**src/rtl/sar_seq_pkg.sv**
```systemverilog
package sar_seq_pkg;

    localparam int CH_W = 3;

    localparam logic [2:0] MODE_ONCE   = 3'd0;
    localparam logic [2:0] MODE_HOLD   = 3'd1;
    localparam logic [2:0] MODE_SWEEP  = 3'd2;
    localparam logic [2:0] MODE_LOOP_A = 3'd3;
    localparam logic [2:0] MODE_LOOP_B = 3'd4;

    // control word bits 14:0, start flag kept apart
    typedef struct packed {
        logic [1:0]      irq_lvl;
        logic [2:0]      div_code;
        logic            sh_en;
        logic            lo_res;
        logic [1:0]      set;
        logic [2:0]      mode;
        logic [CH_W-1:0] chan;
    } ctrl_t;

    function automatic logic [3:0] div_ratio(input logic [2:0] code);
        case (code)
            3'd0:    return 4'd1;
            3'd1:    return 4'd2;
            3'd2:    return 4'd3;
            3'd3:    return 4'd4;
            3'd4:    return 4'd6;
            default: return 4'd12;
        endcase
    endfunction

    function automatic logic is_sweep(input logic [2:0] m);
        return (m == MODE_SWEEP) || (m == MODE_LOOP_A) || (m == MODE_LOOP_B);
    endfunction

    function automatic logic is_once(input logic [2:0] m);
        return !(is_sweep(m) || (m == MODE_HOLD));
    endfunction

    function automatic logic [CH_W-1:0] last_chan(input logic [2:0] m, input logic [1:0] s);
        if (m == MODE_LOOP_B) return {1'b0, s};
        return {s, 1'b1};
    endfunction

endpackage

```
**src/rtl/sar_clk_en.sv**
```systemverilog
module sar_clk_en #(
    parameter int MAX_DIV = 12,
    localparam int CNT_W  = $clog2(MAX_DIV + 1)
) (
    input  logic             clk,
    input  logic             rst_n,
    input  logic             run,
    input  logic [CNT_W-1:0] ratio,
    output logic             tick
);
    typedef struct packed {
        logic [CNT_W-1:0] cnt;
    } st_t;

    st_t st_d, st_q;

    always_comb begin
        st_d = st_q;
        tick = run && (st_q.cnt == ratio - 1'b1);
        if (!run || tick) st_d.cnt = '0;
        else              st_d.cnt = st_q.cnt + 1'b1;
    end

    always_ff @(posedge clk or negedge rst_n) begin
        if (!rst_n) st_q <= '0;
        else        st_q <= st_d;
    end

    // with a divide above one, ticks never come back to back
    p_tick_gap_r7: assert property (@(posedge clk) disable iff (!rst_n)
        (tick && ratio != 1) |=> !tick);

endmodule

```
**src/rtl/sar_engine.sv**
```systemverilog
module sar_engine #(
    parameter int RES_BITS = 10,
    parameter int LO_BITS  = 8,
    parameter int T_SH_LO  = 28,
    parameter int T_SH_HI  = 33,
    parameter int T_NS_LO  = 49,
    parameter int T_NS_HI  = 59,
    parameter int P_SH     = 2,
    parameter int P_NS     = 4
) (
    input  logic                clk,
    input  logic                rst_n,
    input  logic                launch,
    input  logic                abort,
    input  logic                tick,
    input  logic                lo_res,
    input  logic                sh_en,
    input  logic                cmp_hi,
    output logic                active,
    output logic                done,
    output logic                track,
    output logic [RES_BITS-1:0] dac_code,
    output logic [RES_BITS-1:0] result
);
    localparam int CNT_W = $clog2(T_NS_HI + 1);
    localparam int PC_W  = $clog2(((P_SH > P_NS) ? P_SH : P_NS) + 1);
    localparam logic [CNT_W-1:0] S_SH_LO = CNT_W'(T_SH_LO - LO_BITS * P_SH);
    localparam logic [CNT_W-1:0] S_SH_HI = CNT_W'(T_SH_HI - RES_BITS * P_SH);
    localparam logic [CNT_W-1:0] S_NS_LO = CNT_W'(T_NS_LO - LO_BITS * P_NS);
    localparam logic [CNT_W-1:0] S_NS_HI = CNT_W'(T_NS_HI - RES_BITS * P_NS);
    localparam logic [RES_BITS-1:0] MSB_MASK = {1'b1, {(RES_BITS-1){1'b0}}};
    localparam logic [RES_BITS-1:0] END_LO   = RES_BITS'(1) << (RES_BITS - LO_BITS);
    localparam logic [RES_BITS-1:0] END_HI   = RES_BITS'(1);

    typedef struct packed {
        logic                active;
        logic                in_bits;
        logic [RES_BITS-1:0] code;
        logic [RES_BITS-1:0] mask;
        logic [CNT_W-1:0]    tcnt;
        logic [PC_W-1:0]     pcnt;
    } st_t;

    st_t st_d, st_q;
    logic [CNT_W-1:0]    samp_len;
    logic [PC_W-1:0]     per_bit;
    logic [RES_BITS-1:0] end_mask;

    always_comb begin
        if (sh_en) samp_len = lo_res ? S_SH_LO : S_SH_HI;
        else       samp_len = lo_res ? S_NS_LO : S_NS_HI;
        per_bit  = sh_en ? PC_W'(P_SH) : PC_W'(P_NS);
        end_mask = lo_res ? END_LO : END_HI;
    end

    always_comb begin
        st_d = st_q;
        done = 1'b0;
        if (abort) begin
            st_d.active  = 1'b0;
            st_d.in_bits = 1'b0;
        end else if (launch) begin
            st_d.active  = 1'b1;
            st_d.in_bits = 1'b0;
            st_d.code    = '0;
            st_d.mask    = MSB_MASK;
            st_d.tcnt    = '0;
            st_d.pcnt    = '0;
        end else if (st_q.active && tick) begin
            if (!st_q.in_bits) begin
                if (st_q.tcnt == samp_len - 1'b1) begin
                    st_d.in_bits = 1'b1;
                    st_d.tcnt    = '0;
                end else begin
                    st_d.tcnt = st_q.tcnt + 1'b1;
                end
            end else if (st_q.pcnt == per_bit - 1'b1) begin
                st_d.pcnt = '0;
                if (cmp_hi) st_d.code = st_q.code | st_q.mask;
                st_d.mask = st_q.mask >> 1;
                if (st_q.mask == end_mask) begin
                    st_d.active  = 1'b0;
                    st_d.in_bits = 1'b0;
                    done         = 1'b1;
                end
            end else begin
                st_d.pcnt = st_q.pcnt + 1'b1;
            end
        end
    end

    always_ff @(posedge clk or negedge rst_n) begin
        if (!rst_n) st_q <= '0;
        else        st_q <= st_d;
    end

    assign active   = st_q.active;
    assign track    = st_q.active && !st_q.in_bits && sh_en;
    assign dac_code = (st_q.active && st_q.in_bits) ? (st_q.code | st_q.mask) : '0;
    assign result   = lo_res ? (st_d.code >> (RES_BITS - LO_BITS)) : st_d.code;

    // exactly one trial bit is under test throughout a conversion
    p_one_trial_r1: assert property (@(posedge clk) disable iff (!rst_n)
        st_q.active |-> $onehot(st_q.mask));

    // the DAC rests at zero while the input is being sampled
    p_sample_dac_zero_r1: assert property (@(posedge clk) disable iff (!rst_n)
        track |-> (dac_code == '0));

endmodule

```
**src/rtl/sar_seq_top.sv**
```systemverilog
module sar_seq_top
    import sar_seq_pkg::*;
#(
    parameter int NUM_CH   = 8,
    parameter int RES_BITS = 10,
    parameter int LO_BITS  = 8,
    parameter int DATA_W   = 16,
    parameter int ADDR_W   = 4,
    parameter int T_SH_LO  = 28,
    parameter int T_SH_HI  = 33,
    parameter int T_NS_LO  = 49,
    parameter int T_NS_HI  = 59,
    parameter int P_SH     = 2,
    parameter int P_NS     = 4,
    parameter int MAX_DIV  = 12
) (
    input  logic                clk,
    input  logic                rst_n,
    input  logic                wr_en,
    input  logic [ADDR_W-1:0]   addr,
    input  logic [DATA_W-1:0]   wr_data,
    output logic [DATA_W-1:0]   rd_data,
    output logic [CH_W-1:0]     amux_sel,
    output logic                track,
    output logic [RES_BITS-1:0] dac_code,
    input  logic                cmp_hi,
    output logic                irq
);
    localparam logic [ADDR_W-1:0] CTRL_ADDR = ADDR_W'(NUM_CH);
    localparam int DIV_W = $clog2(MAX_DIV + 1);

    typedef struct packed {
        logic                            start;
        logic                            first;
        ctrl_t                           ctrl;
        ctrl_t                           cfg;
        logic [CH_W-1:0]                 ch;
        logic                            irq;
        logic [NUM_CH-1:0][RES_BITS-1:0] res;
    } st_t;

    st_t st_d, st_q;

    logic                wctrl, abort, launch, term;
    logic                eng_active, eng_done, tick;
    logic [RES_BITS-1:0] eng_res;
    logic [CH_W-1:0]     ctrl_last;

    assign wctrl     = wr_en && (addr == CTRL_ADDR);
    assign abort     = wctrl && !wr_data[DATA_W-1];
    assign launch    = st_q.start && !eng_active && !abort;
    assign ctrl_last = last_chan(st_q.ctrl.mode, st_q.ctrl.set);
    assign term      = is_once(st_q.cfg.mode) ||
                       ((st_q.cfg.mode == MODE_SWEEP) &&
                        (st_q.ch == last_chan(st_q.cfg.mode, st_q.cfg.set)));

    sar_clk_en #(.MAX_DIV(MAX_DIV)) u_clk_en (
        .clk   (clk),
        .rst_n (rst_n),
        .run   (eng_active),
        .ratio (DIV_W'(div_ratio(st_q.cfg.div_code))),
        .tick  (tick)
    );

    sar_engine #(
        .RES_BITS(RES_BITS), .LO_BITS(LO_BITS),
        .T_SH_LO(T_SH_LO), .T_SH_HI(T_SH_HI), .T_NS_LO(T_NS_LO), .T_NS_HI(T_NS_HI),
        .P_SH(P_SH), .P_NS(P_NS)
    ) u_engine (
        .clk      (clk),
        .rst_n    (rst_n),
        .launch   (launch),
        .abort    (abort),
        .tick     (tick),
        .lo_res   (st_q.cfg.lo_res),
        .sh_en    (st_q.cfg.sh_en),
        .cmp_hi   (cmp_hi),
        .active   (eng_active),
        .done     (eng_done),
        .track    (track),
        .dac_code (dac_code),
        .result   (eng_res)
    );

    always_comb begin
        st_d     = st_q;
        st_d.irq = 1'b0;
        if (launch) begin
            st_d.cfg   = st_q.ctrl;
            st_d.first = 1'b0;
            if (is_sweep(st_q.ctrl.mode)) begin
                if (st_q.first || (st_q.ch >= ctrl_last)) st_d.ch = '0;
                else                                      st_d.ch = st_q.ch + 1'b1;
            end else begin
                st_d.ch = st_q.ctrl.chan;
            end
        end
        if (eng_done && !abort) begin
            st_d.res[st_q.ch] = eng_res;
            st_d.irq = is_once(st_q.cfg.mode) && (st_q.cfg.irq_lvl != 2'd0);
        end
        if (wctrl) begin
            if (wr_data[DATA_W-1] && !st_q.start) st_d.first = 1'b1;
            st_d.start = wr_data[DATA_W-1];
            st_d.ctrl  = ctrl_t'(wr_data[DATA_W-2:0]);
        end else if (eng_done && term) begin
            st_d.start = 1'b0;
        end
    end

    always_ff @(posedge clk or negedge rst_n) begin
        if (!rst_n) st_q <= '0;
        else        st_q <= st_d;
    end

    always_comb begin
        rd_data = '0;
        if (addr < CTRL_ADDR)       rd_data = DATA_W'(st_q.res[addr[CH_W-1:0]]);
        else if (addr == CTRL_ADDR) rd_data = {st_q.start, st_q.ctrl};
    end

    assign amux_sel = st_q.ch;
    assign irq      = st_q.irq;

    // the completion pulse only follows a one-shot conversion
    p_irq_once_r4: assert property (@(posedge clk) disable iff (!rst_n)
        irq |-> is_once(st_q.cfg.mode));

    // a repeat run keeps its start flag while software stays away
    p_repeat_holds_r2: assert property (@(posedge clk) disable iff (!rst_n)
        (st_q.start && !wctrl && eng_active && !is_once(st_q.cfg.mode) &&
         st_q.cfg.mode != MODE_SWEEP) |=> st_q.start);

    // a sweep never leaves its channel set
    p_sweep_range_r3: assert property (@(posedge clk) disable iff (!rst_n)
        (eng_active && is_sweep(st_q.cfg.mode)) |->
        (st_q.ch <= last_chan(st_q.cfg.mode, st_q.cfg.set)));

    // single-channel modes convert the channel they were launched with
    p_fixed_chan_r3: assert property (@(posedge clk) disable iff (!rst_n)
        (eng_active && !is_sweep(st_q.cfg.mode)) |-> (st_q.ch == st_q.cfg.chan));

    // an 8-bit result never reaches the upper result bits
    p_lo_narrow_r5: assert property (@(posedge clk) disable iff (!rst_n)
        (eng_done && st_q.cfg.lo_res) |-> (eng_res[RES_BITS-1:LO_BITS] == '0));

endmodule

```
**config.mk**
```make
export PLATFORM = sky130hd
export DESIGN_NAME = sar_seq_top
export DESIGN_NICKNAME = d
export VERILOG_FILES = /design/src/rtl/sar_seq_pkg.sv /design/src/rtl/sar_clk_en.sv /design/src/rtl/sar_engine.sv /design/src/rtl/sar_seq_top.sv
export SDC_FILE = /design/constraint.sdc
export NUM_CORES = 1
export LEC_CHECK = 0
export ABC_AREA = 1
export CAP_MARGIN = 40
export CORE_MARGIN = 4
export CORE_UTILIZATION = 59
export CTS_CLUSTER_DIAMETER = 40
export CTS_CLUSTER_SIZE = 30
export DETAILED_ROUTE_END_ITERATION = 12
export PLACE_DENSITY = 0.8
export SLEW_MARGIN = 20
export SYNTH_ARGS = -nofsm -noshare
export SYNTH_HDL_FRONTEND = slang
export SYNTH_SLANG_ARGS = --single-unit
```
**constraint.sdc**
```tcl
create_clock -name clk -period 2.45 [get_ports clk]
set_clock_uncertainty 0.05 [all_clocks]
set_input_delay 0.49 -clock clk [delete_from_list [all_inputs] [get_ports clk]]
set_output_delay 0.49 -clock clk [all_outputs]
set_load 0.02 [all_outputs]
```
==> results of run 1 <==
[cell usage after synthesis]
| cell type | number |
|---|---|
| o21bai_1 | 1 |
| nor4_1 | 1 |
| buf_2 | 12 |
| o32ai_1 | 2 |
| o2111ai_1 | 3 |
| nand2_4 | 1 |
| dfrtp_1 | 148 |
| o21ai_1 | 26 |
| mux2i_1 | 18 |
| inv_1 | 65 |
| buf_4 | 4 |
| nor2_1 | 109 |
| nand3_1 | 105 |
| or2_2 | 1 |
| nor3_1 | 5 |
| ha_1 | 10 |
| xor2_1 | 9 |
| o221ai_1 | 18 |
| nand2_2 | 4 |
| o22ai_1 | 1 |
| a21oi_1 | 23 |
| inv_4 | 1 |
| o21ai_0 | 58 |
| nand2_1 | 267 |
| buf_6 | 5 |
| buf_1 | 3 |
| o211ai_1 | 2 |
| clkbuf_1 | 18 |
| nand4_4 | 1 |
| xnor2_1 | 2 |
| nand3_4 | 1 |
| nor2_4 | 15 |
| nand3_2 | 18 |
| nand4_1 | 12 |
| nor2_2 | 4 |
| inv_2 | 4 |
[cell families after synthesis]
| kind of cell | count (synthesis) | share of synthesized area [%] |
|---|---|---|
| buffers and inverters | 112 | 6.24 |
| multiplexers | 18 | 2.29 |
| flip-flops | 148 | 47.1 |
| adder cells (fa/ha/maj) | 10 | 1.59 |
| AO/OA/AOI/OAI | 134 | 9.74 |
| XOR/XNOR | 11 | 1.23 |
| AND/OR/NAND/NOR | 544 | 31.8 |
[layer usage]
layer / wire, µm / vias up
li1: - / 3485
met1: 10000 / 3790
met2: 12500 / 480
met3: 2080 / 108
met4: 1140 / 0
met5: 0 / -
[worst paths after layout]
path	start	end	slack, ns	cells past startpoint
worst max-delay path	st_q[95]	register	-0.17	16
worst min register to register	register	register	0.43	2
max in group asynchronous	rst_n	u_engine.st_q[4]	1.15	3
worst max register to register	st_q[95]	register	-0.17	16
min in group asynchronous	rst_n	u_engine.st_q[3]	0.55	2
worst min-delay path	register	register	0.43	2
[per-stage QoR]
stage	util [%]	instances	cell area (µm²)	TNS, ns	hold slack, ns
floorplan	-	977	7860	0	0.144
global placement	70.1	1226	8990	-14.50	0.410
detailed placement	70.1	1226	8990	-19.49	0.413
CTS	77.0	1268	9880	-0.837	0.419
global route	82.6	1282	10600	-20.22	0.445
finish	82.6	1282	10600	-8.19	0.428
[report_power, final]
| part | total [W] | switching (W) | internal (W) |
|---|---|---|---|
| Clock | 0.00280 | 0.00103 | 0.00177 |
| Combinational | 0.00350 | 0.00224 | 0.00126 |
| Sequential | 0.00296 | 0.000273 | 0.00268 |
[worst max-delay path, cell delays in order (launching register included)]
cell	delay, ns
dfrtp_1	0.41
nand2_2	0.09
nand2_2	0.08
nand2_4	0.07
o21ai_4	0.06
ha_4	0.27
or2_4	0.11
nand2_4	0.04
nor2_4	0.14
nand3_4	0.10
nor2_4	0.15
buf_12	0.13
buf_8	0.10
nand4_1	0.28
buf_6	0.28
nand2_2	0.08
nand2_2	0.06
[repair_timing]
action                                  in CTS  in global routing
hold buffers                                 1                  0
pin swaps                                   30                 58
hold endpoints to repair                     3                  0
gates cloned                                 1                  3
endpoints found under the setup margin     125                111
resized for setup                          113                118
buffers inserted                            10                 11
[cell type report]
type | count | area, µm² | area share (%)
clock buffer | 21 | 470 | 4.44
clock inverter | 9 | 153 | 1.44
inverter | 70 | 265 | 2.50
multi-input combinational | 719 | 4350 | 41.0
sequential | 148 | 3710 | 35.0
tap | 172 | 215 | 2.03
timing repair buffer | 143 | 1440 | 13.6
==> reports/results.ini, run 1 <==
[status]
status = finished with violations
failed_checks = setup timing

[grt]
antenna_found_initial = 0
globalRouteMet3Util_pct = 5.81
grt_pass1_vias = 7170
met2_usage_pct = 50.7
top_usage_layer = met2
grt_pass1_wl_mm = 36.6
grt_usage_pct = 31.4
grt_max_degree = 56
grt_overflow_total = 0
met1_usage_pct = 42.4

[finish]
final_common_cell = nand2_1
layout_common_cells = 240 x nand2_1, 146 x dfrtp_1, 108 x nor2_1, 64 x inv_1, 61 x nand3_2
area_growth_pct = 34.8
num_antenna_cells = 0
fill_cells = 743
drive_gt1_share_pct = 26.1
nets = 1133

[timing]
hold_violations = 0
period_share_pct = 107
setup_violations = 96
finalMaxSlewViolations = 0
rsz0062_at_grt = true
setup_slack_ns = -0.168
relSlewSlack_pct = 59.7
worst_pin_slew_ns = 0.599
layout_min_cycle_time_ns = 2.62
fmaxAchievable_ghz = 0.382

[yosys]
ys_types = 36
ys_warn_count = 0
syn_nets = 1011
avgSynthCellArea_um2 = 8.05
synth_area_leaders = dfrtp_1 47%, nand2_1 13%, nand3_1 6.7%
synth_area_um2 = 7860
synth_top_area_cell = dfrtp_1
ys_ff_latch = 148
netlist_instances = 977
ys_seq_area_share_pct = 47.1
synthDominantCellAreaShare_pct = 47.1

[power]
power_w = 0.00925
power_density_nw_per_um2 = 873
ir_drop_mv = 0.706
leakagePower_nw = 5.10

[placed_design]
gp_congestion = 0.930
hpwl_mm = 15.4
dp_slack_ns = -0.535
port_buffers = 54

[detailed_routing]
drc_errors = 0
ant_nets = 0
wirelength_mm = 25.7
avgViaCountPerCell = 6.13
wire_per_inst_um = 20.1
first_pass_iters = 5
drt_iter0_drc = 982
via_count = 7863

[worst_setup_path]
cp_max_fo = 6
worstPathRequired_ns = 2.72
worst-setup-path-type = reg2reg
endpoint_kind = register
cp.arrival_ns = 2.88
start_kind = register

[floorplanning]
die_w_um = 123
coreArea_um2 = 12800
start_util_pct = 61.3
ios = 55
num_rows = 41
fp.dieArea_um2 = 15200
die_height_um = 123

[run]
max-cap-violations = 0

[clocking]
cts-buffers-inserted = 17
clk_pin_slew_ns = 0.06
clock_latency_ns = 0.43
clockRootBuffer = clkbuf_16
htreeDepth = 4
clockBufferDepth = 2
clock-sinks = 148
cts_tree = built

[worst_hold_path]
hold_path.class = reg2reg

(Power assumes the default switching activity.)
==> run 2: changes to the inputs <==
--- a/config.mk
+++ b/config.mk
@@ -5,7 +5,6 @@
 export SDC_FILE = /design/constraint.sdc
 export NUM_CORES = 1
 export LEC_CHECK = 0
-export ABC_AREA = 1
 export CAP_MARGIN = 40
 export CORE_MARGIN = 4
 export CORE_UTILIZATION = 59
==> reports/results.ini, run 2 <==
[finish]
drive_gt1_share_pct = 39.2  ; was 26.1%
num_antenna_cells = 0  ; unchanged
final_common_cell = dfrtp_1  ; was nand2_1
design_area_um2 = 10700  ; was 10600 µm²
nets = 868  ; was 1133
area_growth_pct = 41.2  ; was 34.8%
fill_cells = 467  ; was 743
layout_common_cells = 145 x dfrtp_1, 89 x buf_4, 64 x nand2_1, 56 x mux2_4, 50 x nor2_1  ; was 240 x nand2_1, 146 x dfrtp_1, 108 x nor2_1, 64 x inv_1, 61 x nand3_2

[yosys]
ys_seq_area_share_pct = 49.1  ; was 47.1%
synthArstFlopShare_pct = 100  ; unchanged
ys_ff_latch = 148  ; unchanged
synthDominantCellAreaShare_pct = 49.1  ; was 47.1%
syn_nets = 696  ; was 1011
synth_edf_count = 0  ; unchanged
synth_top_area_cell = dfrtp_1  ; unchanged
synth_most_common_cell = dfrtp_1  ; was nand2_1
ys_types = 60  ; was 36
synth_area_leaders = dfrtp_1 49%, mux2_2 10%, mux4_2 6.0%  ; was dfrtp_1 47%, nand2_1 13%, nand3_1 6.7%
synth_area_um2 = 7550  ; was 7860 µm²
ys_warn_count = 0  ; unchanged
netlist_instances = 662  ; was 977
ys.flop_type = dfrtp_1  ; unchanged
avgSynthCellArea_um2 = 11.4  ; was 8.05 µm²
yosys-top-cells-count = 148 x dfrtp_1, 69 x mux2_2, 65 x nand2_1, 52 x nor2_1, 44 x mux2i_1  ; was 267 x nand2_1, 148 x dfrtp_1, 109 x nor2_1, 105 x nand3_1, 65 x inv_1

[power]
power_density_nw_per_um2 = 944  ; was 873 nW/µm²
leakagePower_nw = 4.90  ; was 5.10 nW
ir_drop_mv = 0.624  ; was 0.706 mV

[timing]
relSlewSlack_pct = 41.8  ; was 59.7%
finalMaxSlewViolations = 0  ; unchanged
layout_min_cycle_time_ns = 2.83  ; was 2.62 ns
fin_hold_ws_ns = -0.0240  ; was 0.428 ns
setup_slack_ns = -0.382  ; was -0.168 ns
hold_violations = 23  ; was 0
fmaxAchievable_ghz = 0.353  ; was 0.382 GHz
rsz0062_at_grt = true  ; unchanged
worst_pin_slew_ns = 0.866  ; was 0.599 ns
setup-tns-final_ns = -27.38  ; was -8.19 ns
setup_violations = 117  ; was 96
period_share_pct = 116  ; was 107%

[worst_setup_path]
cpLargestDelayFamily = buffers and inverters  ; was simple AND/OR/NAND/NOR gates
worst-setup-path-type = reg2reg  ; unchanged
critPathMaxStageDelay_ns = 0.44  ; was 0.41 ns
cp.arrival_ns = 3.13  ; was 2.88 ns
cp_num_buf_inv = 4  ; was 3
cp_max_fo = 8  ; was 6
start_kind = register  ; unchanged
path_cells = xor2_2, o21ai_2, ha_4, xor2_2, buf_4, o21ai_4, a21o_4, buf_12, nor4_4, buf_12, buf_8, mux2i_4  ; was nand2_2, nand2_2, nand2_4, o21ai_4, ha_4, or2_4, nand2_4, nor2_4, nand3_4, nor2_4, buf_12, buf_8, nand4_1, buf_6, nand2_2, nand2_2
critical_path.slowest_cell = dfrtp_1  ; unchanged
endpoint_kind = register  ; unchanged
reg2reg_slack_ns = -0.38  ; was -0.17 ns
worstPathRequired_ns = 2.74  ; was 2.72 ns

[placed_design]
dpl_cell_area_um2 = 9210  ; was 8990 µm²
hpwl_mm = 14.3  ; was 15.4 mm
port_buffers = 54  ; unchanged
gp_congestion = 0.885  ; was 0.930

[detailed_routing]
drt_iter0_drc = 1336  ; was 982
first_pass_iters = 7  ; was 5
wire_per_inst_um = 30.0  ; was 20.1 µm
via_count = 7415  ; was 7863
drc_errors = 0  ; unchanged
ant_nets = 0  ; unchanged
wirelength_mm = 30.5  ; was 25.7 mm
avgViaCountPerCell = 7.28  ; was 6.13

[clocking]
htreeDepth = 4  ; unchanged
clockRootBuffer = clkbuf_16  ; unchanged
ctsHoldBuffers = 0  ; was 1
clockBufferDepth = 2  ; unchanged
cts_tree = built  ; unchanged
clk_pin_slew_ns = 0.06  ; about the same
cts-buffers-inserted = 17  ; unchanged
clock_latency_ns = 0.43  ; about the same
clock-sinks = 148  ; unchanged

[floorplanning]
die_w_um = 121  ; was 123 µm
num_rows = 41  ; unchanged
coreArea_um2 = 12600  ; was 12800 µm²
die_height_um = 121  ; was 123 µm
ios = 55  ; unchanged
fp.dieArea_um2 = 14700  ; was 15200 µm²
start_util_pct = 60.0  ; was 61.3%

[status]
failed_checks = hold timing, setup timing  ; was setup timing
status = finished with violations  ; unchanged

[grt]
antenna_found_initial = 1  ; was 0
grt_pass1_vias = 6977  ; was 7170
grt_overflow_total = 0  ; unchanged
grt_pass1_wl_mm = 39.1  ; was 36.6 mm
grt_usage_pct = 35.6  ; was 31.4%
grt_max_degree = 58  ; was 56

[run]
max-cap-violations = 0  ; unchanged

[worst_hold_path]
hold_path.class = in2async  ; was reg2reg

-- run 2: cell count changes in the layout (fill, tap and decap cells not counted), sizes merged, moves of 20 or more --
cell   delta
buf      +36
inv      -30
mux2     +71
mux2i    +26
mux4     +20
nand2   -207
nand3   -106
nor2     -76
o21ai    -47
-- run 2: cells by family after synthesis --
group | share of synthesized area, %
buffers and inverters | 3.71
adder cells (fa/ha/maj) | 1.66
XOR/XNOR | 1.04
AO/OA/AOI/OAI | 7.87
AND/OR/NAND/NOR | 14.2
multiplexers | 22.4
flip-flops | 49.1
-- run 2: final timing paths --
path / startpoint / end / cells past startpoint
hold reg to reg: register / register / 1
max in group asynchronous: rst_n / async pin / 2
setup reg to reg: st_q[95] / register / 12
setup / recovery: st_q[95] / register / 12
hold / removal: rst_n / st_q[94] / 1
min in group clk: register / register / 1
-- run 2: metal layers --
metal	up-vias	wire length, µm	GRT usage, %	part of all wire (%)
li1	2709	-	-	-
met1	3537	10200	42.6	33
met2	860	13600	58.5	44
met3	307	3840	7.79	13
met4	2	2950	22.2	9.7
met5	-	13	0	0.043
-- run 2: layout make-up --
| cell class | instances | area (µm²) | area share (%) |
|---|---|---|---|
| Multi-Input combinational cell | 447 | 4150 | 38.9 |
| Inverter | 38 | 143 | 1.34 |
| Tap cell | 172 | 215 | 2.02 |
| Sequential cell | 148 | 3710 | 34.8 |
| Clock buffer | 21 | 470 | 4.42 |
| Timing Repair Buffer | 182 | 1820 | 17.1 |
| Clock inverter | 10 | 146 | 1.37 |
-- run 2: timing repair --
item	CTS	global route
resized for setup	121	66
pin swaps	8	11
buffers inserted	10	29
endpoints found under the setup margin	135	137
cloned	4	1
-- run 2: report_power, final --
group          leakage, nW  switching (W)  internal, W
Sequential            1.87       0.000472      0.00275
Clock                0.300        0.00112      0.00169
Combinational         2.73        0.00228      0.00174
Total                 4.90        0.00387      0.00618
-- run 2: per-stage QoR --
step	setup WS (ns)	util [%]	total power, W	instances
2_1_floorplan	-0.365	-	0.00472	662
3_3_place_gp	-0.779	73.2	0.00562	943
3_5_place_dp	-0.839	73.2	0.00577	944
4_1_cts	-0.230	81.1	0.00898	989
5_1_grt	-0.421	84.8	0.0103	1018
6_report	-0.382	84.8	0.0101	1018
